### src/rtl/regpair_seq_pkg.sv
package regpair_seq_pkg;

    localparam int DEV_W   = 5;
    localparam int REG_W   = 5;
    localparam int WORD_W  = 16;

    // command word field positions (decoded by the device)
    localparam int BUSY_BIT = 15;
    localparam int MODE_BIT = 12;
    localparam int OPC_LSB  = 10;
    localparam int DEV_LSB  = 5;
    localparam int REG_LSB  = 0;

    localparam logic [1:0] OPC_WRITE = 2'b01;
    localparam logic [1:0] OPC_READ  = 2'b10;

    localparam logic [1:0] RES_OK      = 2'd0;
    localparam logic [1:0] RES_PORT    = 2'd1;
    localparam logic [1:0] RES_TIMEOUT = 2'd2;

    typedef enum logic [2:0] {
        ST_BOOT,
        ST_IDLE,
        ST_PUT_DATA,
        ST_PUT_CMD,
        ST_POLL,
        ST_PAUSE,
        ST_GET_DATA
    } seq_state_e;

    typedef enum logic [1:0] {
        OP_WAIT,
        OP_READ,
        OP_WRITE
    } seq_op_e;

    typedef struct packed {
        seq_state_e          st;
        seq_op_e             op;
        logic [DEV_W-1:0]    dev;
        logic [REG_W-1:0]    regn;
        logic [WORD_W-1:0]   wdata;
        logic                first_done;
        logic [WORD_W-1:0]   rdata;
        logic                done;
        logic [1:0]          res;
    } seq_regs_t;

endpackage

### src/rtl/regpair_cmd_fmt.sv
module regpair_cmd_fmt
    import regpair_seq_pkg::*;
(
    input  logic              is_write_i,
    input  logic [DEV_W-1:0]  dev_i,
    input  logic [REG_W-1:0]  reg_i,
    output logic [WORD_W-1:0] cmd_o
);

    always_comb begin
        cmd_o                   = '0;
        cmd_o[BUSY_BIT]         = 1'b1;
        cmd_o[MODE_BIT]         = 1'b1;
        cmd_o[OPC_LSB +: 2]     = is_write_i ? OPC_WRITE : OPC_READ;
        cmd_o[DEV_LSB +: DEV_W] = dev_i;
        cmd_o[REG_LSB +: REG_W] = reg_i;
    end

endmodule

### src/rtl/regpair_wait_timer.sv
module regpair_wait_timer #(
    parameter int LIMIT = 5000000
) (
    input  logic clk,
    input  logic rst_n,
    input  logic clr_i,
    output logic expired_o
);

    localparam int         CW  = $clog2(LIMIT + 1);
    localparam logic [CW-1:0] LIM = CW'(LIMIT);

    logic [CW-1:0] cnt_d, cnt_q;

    always_comb begin
        if (clr_i) begin
            cnt_d = '0;
        end else if (cnt_q != LIM) begin
            cnt_d = cnt_q + 1'b1;
        end else begin
            cnt_d = cnt_q;
        end
    end

    always_ff @(posedge clk or negedge rst_n) begin
        if (!rst_n) begin
            cnt_q <= '0;
        end else begin
            cnt_q <= cnt_d;
        end
    end

    assign expired_o = (cnt_q == LIM);

    // a fresh wait never starts out expired
    p_clear_restarts_r7: assert property (@(posedge clk) disable iff (!rst_n)
        clr_i |=> !expired_o);

endmodule

### src/rtl/regpair_pause_timer.sv
module regpair_pause_timer #(
    parameter int LEN = 150000
) (
    input  logic clk,
    input  logic rst_n,
    input  logic start_i,
    output logic fin_o
);

    localparam int            CW   = $clog2(LEN + 1);
    localparam logic [CW-1:0] LAST = CW'(LEN - 1);

    typedef struct packed {
        logic          active;
        logic [CW-1:0] cnt;
    } pz_t;

    pz_t pz_d, pz_q;

    always_comb begin
        pz_d = pz_q;
        if (start_i) begin
            pz_d.active = 1'b1;
            pz_d.cnt    = '0;
        end else if (pz_q.active) begin
            if (pz_q.cnt == LAST) begin
                pz_d.active = 1'b0;
            end else begin
                pz_d.cnt = pz_q.cnt + 1'b1;
            end
        end
    end

    always_ff @(posedge clk or negedge rst_n) begin
        if (!rst_n) begin
            pz_q <= '0;
        end else begin
            pz_q <= pz_d;
        end
    end

    assign fin_o = pz_q.active && (pz_q.cnt == LAST);

    // the end-of-pause marker lasts one cycle
    p_fin_single_r6: assert property (@(posedge clk) disable iff (!rst_n)
        fin_o |=> !fin_o);

endmodule

### src/rtl/regpair_seq.sv
module regpair_seq
    import regpair_seq_pkg::*;
#(
    parameter int TIMEOUT_CYC = 5000000,
    parameter int PAUSE_CYC   = 150000
) (
    input  logic        clk,
    input  logic        rst_n,
    input  logic        req_valid_i,
    output logic        req_ready_o,
    input  logic        req_write_i,
    input  logic        req_init_i,
    input  logic [4:0]  req_dev_i,
    input  logic [4:0]  req_reg_i,
    input  logic [15:0] req_wdata_i,
    output logic        done_o,
    output logic [1:0]  err_o,
    output logic [15:0] rdata_o,
    output logic        rp_valid_o,
    output logic        rp_write_o,
    output logic        rp_addr_o,
    output logic [15:0] rp_wdata_o,
    input  logic        rp_ack_i,
    input  logic [15:0] rp_rdata_i,
    input  logic        rp_err_i
);

    seq_regs_t s_d, s_q;
    logic      tmr_clr;
    logic      tmr_expired;
    logic      pause_go;
    logic      pause_fin;
    logic [WORD_W-1:0] cmd_word;

    regpair_cmd_fmt u_fmt (
        .is_write_i (s_q.op == OP_WRITE),
        .dev_i      (s_q.dev),
        .reg_i      (s_q.regn),
        .cmd_o      (cmd_word)
    );

    regpair_wait_timer #(.LIMIT(TIMEOUT_CYC)) u_wait (
        .clk       (clk),
        .rst_n     (rst_n),
        .clr_i     (tmr_clr),
        .expired_o (tmr_expired)
    );

    regpair_pause_timer #(.LEN(PAUSE_CYC)) u_pause (
        .clk     (clk),
        .rst_n   (rst_n),
        .start_i (pause_go),
        .fin_o   (pause_fin)
    );

    always_comb begin
        s_d      = s_q;
        s_d.done = 1'b0;
        tmr_clr  = 1'b0;
        pause_go = 1'b0;

        unique case (s_q.st)
            ST_BOOT: begin
                s_d.st         = ST_POLL;
                s_d.op         = OP_WAIT;
                s_d.first_done = 1'b0;
                tmr_clr        = 1'b1;
            end

            ST_IDLE: begin
                if (req_valid_i) begin
                    s_d.dev        = req_dev_i;
                    s_d.regn       = req_reg_i;
                    s_d.wdata      = req_wdata_i;
                    s_d.first_done = 1'b0;
                    if (req_init_i) begin
                        s_d.op  = OP_WAIT;
                        s_d.st  = ST_POLL;
                        tmr_clr = 1'b1;
                    end else if (req_write_i) begin
                        s_d.op = OP_WRITE;
                        s_d.st = ST_PUT_DATA;
                    end else begin
                        s_d.op = OP_READ;
                        s_d.st = ST_PUT_CMD;
                    end
                end
            end

            ST_PUT_DATA: begin
                if (rp_ack_i) begin
                    if (rp_err_i) begin
                        s_d.st   = ST_IDLE;
                        s_d.done = 1'b1;
                        s_d.res  = RES_PORT;
                    end else begin
                        s_d.st = ST_PUT_CMD;
                    end
                end
            end

            ST_PUT_CMD: begin
                if (rp_ack_i) begin
                    if (rp_err_i) begin
                        s_d.st   = ST_IDLE;
                        s_d.done = 1'b1;
                        s_d.res  = RES_PORT;
                    end else begin
                        s_d.st  = ST_POLL;
                        tmr_clr = 1'b1;
                    end
                end
            end

            ST_POLL: begin
                if (rp_ack_i) begin
                    if (rp_err_i) begin
                        s_d.st   = ST_IDLE;
                        s_d.done = 1'b1;
                        s_d.res  = RES_PORT;
                    end else if (!rp_rdata_i[BUSY_BIT]) begin
                        if (s_q.op == OP_READ) begin
                            s_d.st = ST_GET_DATA;
                        end else begin
                            s_d.st   = ST_IDLE;
                            s_d.done = 1'b1;
                            s_d.res  = RES_OK;
                        end
                    end else if (!s_q.first_done) begin
                        s_d.first_done = 1'b1;
                    end else if (tmr_expired) begin
                        s_d.st   = ST_IDLE;
                        s_d.done = 1'b1;
                        s_d.res  = RES_TIMEOUT;
                    end else begin
                        s_d.st   = ST_PAUSE;
                        pause_go = 1'b1;
                    end
                end
            end

            ST_PAUSE: begin
                if (pause_fin) begin
                    s_d.st = ST_POLL;
                end
            end

            ST_GET_DATA: begin
                if (rp_ack_i) begin
                    s_d.st   = ST_IDLE;
                    s_d.done = 1'b1;
                    if (rp_err_i) begin
                        s_d.res = RES_PORT;
                    end else begin
                        s_d.res   = RES_OK;
                        s_d.rdata = rp_rdata_i;
                    end
                end
            end

            default: s_d.st = ST_IDLE;
        endcase
    end

    always_ff @(posedge clk or negedge rst_n) begin
        if (!rst_n) begin
            s_q    <= '0;
            s_q.st <= ST_BOOT;
            s_q.op <= OP_WAIT;
        end else begin
            s_q <= s_d;
        end
    end

    assign req_ready_o = (s_q.st == ST_IDLE);
    assign done_o      = s_q.done;
    assign err_o       = s_q.res;
    assign rdata_o     = s_q.rdata;
    assign rp_valid_o  = (s_q.st == ST_PUT_DATA) || (s_q.st == ST_PUT_CMD) ||
                         (s_q.st == ST_POLL)     || (s_q.st == ST_GET_DATA);
    assign rp_write_o  = (s_q.st == ST_PUT_DATA) || (s_q.st == ST_PUT_CMD);
    assign rp_addr_o   = (s_q.st == ST_PUT_DATA) || (s_q.st == ST_GET_DATA);
    assign rp_wdata_o  = (s_q.st == ST_PUT_DATA) ? s_q.wdata : cmd_word;

    // completion is a single-cycle pulse
    p_done_pulse_r12: assert property (@(posedge clk) disable iff (!rst_n)
        done_o |=> !done_o);

    // an accepted request takes the sequencer out of ready
    p_busy_after_accept_r12: assert property (@(posedge clk) disable iff (!rst_n)
        (req_valid_i && req_ready_o) |=> !req_ready_o);

    // any command-register write carries the busy and mode bits
    p_cmd_flags_r3: assert property (@(posedge clk) disable iff (!rst_n)
        (rp_valid_o && rp_write_o && !rp_addr_o) |-> (rp_wdata_o[BUSY_BIT] && rp_wdata_o[MODE_BIT]));

    // a failed port transaction ends the request at once
    p_port_abort_r9: assert property (@(posedge clk) disable iff (!rst_n)
        (rp_valid_o && rp_ack_i && rp_err_i) |=> (done_o && err_o == RES_PORT && !rp_valid_o));

    // a timeout result is only given once the wait timer had run out
    p_timeout_needs_expiry_r7: assert property (@(posedge clk) disable iff (!rst_n)
        (done_o && err_o == RES_TIMEOUT) |-> $past(tmr_expired));

endmodule

### config.mk
export PLATFORM = sky130hd
export DESIGN_NAME = regpair_seq
export DESIGN_NICKNAME = d
export VERILOG_FILES = /design/src/rtl/regpair_seq_pkg.sv /design/src/rtl/regpair_cmd_fmt.sv /design/src/rtl/regpair_wait_timer.sv /design/src/rtl/regpair_pause_timer.sv /design/src/rtl/regpair_seq.sv
export SDC_FILE = /design/constraint.sdc
export NUM_CORES = 1
export LEC_CHECK = 0
export BUFFER_PORTS_ARGS = -buffer_cell sky130_fd_sc_hd__buf_2
export CORE_MARGIN = 3
export CORE_UTILIZATION = 45
export CTS_BUF_LIST = sky130_fd_sc_hd__clkbuf_8
export DETAILED_ROUTE_END_ITERATION = 16
export HOLD_SLACK_MARGIN = 0.06
export PLACE_DENSITY = 0.69
export SLEW_MARGIN = 10
export SYNTH_ARGS = -nofsm -noshare
export SYNTH_HDL_FRONTEND = slang
export SYNTH_HIERARCHICAL = 1
export SYNTH_SLANG_ARGS = --single-unit
### constraint.sdc
create_clock -name clk -period 2.6 [get_ports clk]
set_clock_uncertainty 0.05 [all_clocks]
set_input_delay 0.26 -clock clk [delete_from_list [all_inputs] [get_ports clk]]
set_output_delay 0.26 -clock clk [all_outputs]
set_load 0.03 [all_outputs]
==> results.sh <==
export IMPL_p_switching_mw=2.09
export IMPL_n_antenna_cell=0
export IMPL_gpl_final_weighted_congestion=0.817
export IMPL_place_hpwl_um=7680
export IMPL_clk_pin_slew_ns=0.09
export IMPL_nNetsFinal=607
export IMPL_fin_crit_ns=2.40
export IMPL_die_w_um=113
export IMPL_finalInstanceArea_um2=5900
export IMPL_drt_wl_total_um=10800
export IMPL_num_rows=38
export IMPL_hold_end="rdata_o[5]"
export IMPL_n_fill_cell=949
export IMPL_synth_seq_area_share_pct=45.5
export IMPL_end_kind="flop"
export IMPL_first_global_vias=3936
export IMPL_timing_rr_end="u_pause/pz_q[0]"
export IMPL_worstHoldPathCells=2
export IMPL_maxCapViolations=0
export IMPL_root_buffer="clkbuf_8"
export IMPL_clk_path_buf_depth=2
export IMPL_p_seq_share_pct=40.9
export IMPL_worst_pin_slew_ns=0.611
export IMPL_drv_slew=0
export IMPL_layout_drive_gt1_share_pct=35.5
export IMPL_post_cts_buffers=0
export IMPL_synth_top_area_share_pct=45.5
export IMPL_viasPerCell=5.49
export IMPL_dpl_instance_area_um2=5490
export IMPL_grt_overflow=0
export IMPL_fin_crit_sh_pct=92.5
export IMPL_wire_per_inst_um=15.5
export IMPL_p_comb_share_pct=39.4
export IMPL_ff2ff_setup_slack_ns=0.20
export IMPL_clock_latency_ns=0.36
export IMPL_hp_start="rp_rdata_i[5]"
export IMPL_core_um2=11000
export IMPL_cts_made_buffers=9
export IMPL_setup_viol_count_final=0
export IMPL_worstRegToRegCells=7
export IMPL_io_pins=88
export IMPL_drt_iter0_drc=253
export IMPL_die_y_um=113
export IMPL_antenna_left=0
export IMPL_internal_power_mw=3.35
export IMPL_p_leak_nw=2.72
export IMPL_antenna_found_initial=0
export IMPL_critPathArrivalTime_ns=2.60
export IMPL_vdd_ir_drop_max_v=0.000639
export IMPL_cts_tree="yes"
export IMPL_path_max_fanout=9
export IMPL_grt_util_all_layers_pct=17.7
export IMPL_tns_ns=0
export IMPL_synth_ff_type="dfrtp_1"
export IMPL_numClockSinks=93
export IMPL_final_cell_mix="93 x dfrtp_1, 86 x buf_2, 62 x mux2_2"
export IMPL_synth_top_cell_by_area="dfrtp_1"
export IMPL_syn_inst=478
export IMPL_ys_ff_latch=93
export IMPL_rsz0062_at_grt="false"
export IMPL_synth_edf_count=0
export IMPL_yosys_top_cells_area="dfrtp_1 46%, mux2_2 14%, buf_4 5.1%"
export IMPL_portBuffers=87
export IMPL_grt_start_max_net_pins=49
export IMPL_finalHoldViolCount=0
export IMPL_drc=0
export IMPL_cp_required_ns=2.80
export IMPL_ys_types=67
export IMPL_netlist_area_um2=5110
export IMPL_async_flop_share_pct=100
export IMPL_fmax_mhz=416
export IMPL_powerDensity_nw_per_um2=921
export IMPL_initial_utilization_pct=46.5
export IMPL_status="finished, final reports clean"
export IMPL_htree_levels=3
export IMPL_layout_cells_most_common="dfrtp_1"
export IMPL_r2r_start="u_wait/cnt_q[13]"
export IMPL_syn_area_per_cell_um2=10.7
export IMPL_worstSetupPathType="reg -> reg"
export IMPL_yosysWarnings=6
export IMPL_grt_pass1_wl_um=18500
export IMPL_dr_pass1_iters=4
export IMPL_vias=3840
export IMPL_hp_class="in -> reg"
export IMPL_p_sw_share_pct=38.4
export IMPL_area_growth_pct=15.4
export IMPL_dieArea_um2=12700
export IMPL_maxSlewHeadroom_pct=59.3
export IMPL_clkPwrFrac_pct=19.6
export IMPL_cp_start_kind="flop"
## metal layers
metal | share of wire, % | GRT usage, % | vias up
met5 | 0 | 0 | -
met4 | 1.7 | 5.93 | 0
met3 | 4.9 | 3.88 | 17
met2 | 48 | 28.9 | 100
met1 | 45 | 23.3 | 1859
li1 | - | - | 1864
## metrics by stage
step	utilization [%]	hold WS (ns)	setup slack, ns	power (mW)	cells
finish	53.7	0.0768	0.196	5.43	700
global route	53.7	0.0603	0.0245	5.80	700
global placement	50.0	0.265	0.108	4.29	666
detailed placement	50.0	0.276	0.0644	4.38	666
CTS	53.2	0.0603	0.0341	5.48	695
floorplan	-	-0.0856	0.196	4.08	480
## repair_timing
| item | in CTS | in global routing |
|---|---|---|
| setup endpoints to repair | 0 | 7 |
| hold endpoints to repair | 57 | 5 |
| resized for setup | 0 | 3 |
| hold buffers | 13 | 5 |
## how the worst max path moves through the flow
stage                                start         endpoint  slack (ns)  depth (start not counted)
after CTS                 u_wait/cnt_q[13]  u_pause/pz_q[0]        0.03                          6
after floorplan           u_wait/cnt_q[13]         err_o[1]        0.20                          7
after detailed placement  u_wait/cnt_q[13]  u_pause/pz_q[0]        0.06                          6
after global placement    u_wait/cnt_q[13]  u_pause/pz_q[0]        0.11                          7
after global routing       u_wait/cnt_q[0]         err_o[1]        0.02                          9
final                     u_wait/cnt_q[13]  u_pause/pz_q[0]        0.20                          7
## cell usage after synthesis, types with 7 or more instances
| master | count |
|---|---|
| or4_1 | 10 |
| mux2_2 | 62 |
| buf_4 | 35 |
| inv_1 | 13 |
| o21ai_0 | 9 |
| nand3_1 | 16 |
| nor3_1 | 7 |
| nor2_1 | 31 |
| buf_2 | 13 |
| a21oi_1 | 24 |
| nand2_1 | 22 |
| and3_1 | 7 |
| o31ai_1 | 12 |
| dfrtp_1 | 93 |
| nand4_1 | 17 |
| xor2_1 | 15 |
## cell type report
type / instances / area, µm² / share of cell area, %
Clock buffer: 10 / 138 / 2.33
Clock inverter: 6 / 85.1 / 1.44
Inverter: 13 / 48.8 / 0.827
Multi-Input combinational cell: 318 / 2380 / 40.4
Sequential cell: 93 / 2330 / 39.4
Tap cell: 140 / 175 / 2.97
Timing Repair Buffer: 120 / 743 / 12.6
## registers in the layout, indices dropped and copies added (netlist names)
signal        flops
s_q              32
u_wait/cnt_q     23
u_pause/pz_q     19
rdata_o          16
err_o             2
done_o            1
## critical path, stage by stage, from the launching register on
cell,delay [ns]
dfrtp_1,0.39
or4b_4,0.54
or4_4,0.54
nor2_4,0.13
nor2_1,0.15
nor3b_1,0.29
a2bb2oi_1,0.10
o311ai_0,0.10
## power by group through the flow
stage               logic (mW)  registers [mW]  clock network (mW)
global placement          2.08            2.21                   0
finish                    2.14            2.22                1.07
CTS                       2.15            2.22                1.11
global route              2.33            2.30                1.17
detailed placement        2.13            2.25                   0
floorplan                 1.95            2.13                   0
## kinds of logic (layout without fill, tap and decap cells)
logic type               Yosys count  count (layout)  synth area share (%)
flip-flops                        93              93                  45.5
AO/OA/AOI/OAI                     67              67                  8.69
XOR/XNOR                          16              16                  2.74
adder cells (fa/ha/maj)            3               3                 0.734
buffers and inverters             69             149                  8.15
multiplexers                      63              63                  13.9
AND/OR/NAND/NOR                  165             165                  20.2
other                              2               4                 0.147
Power figures use the tool's default switching activity.
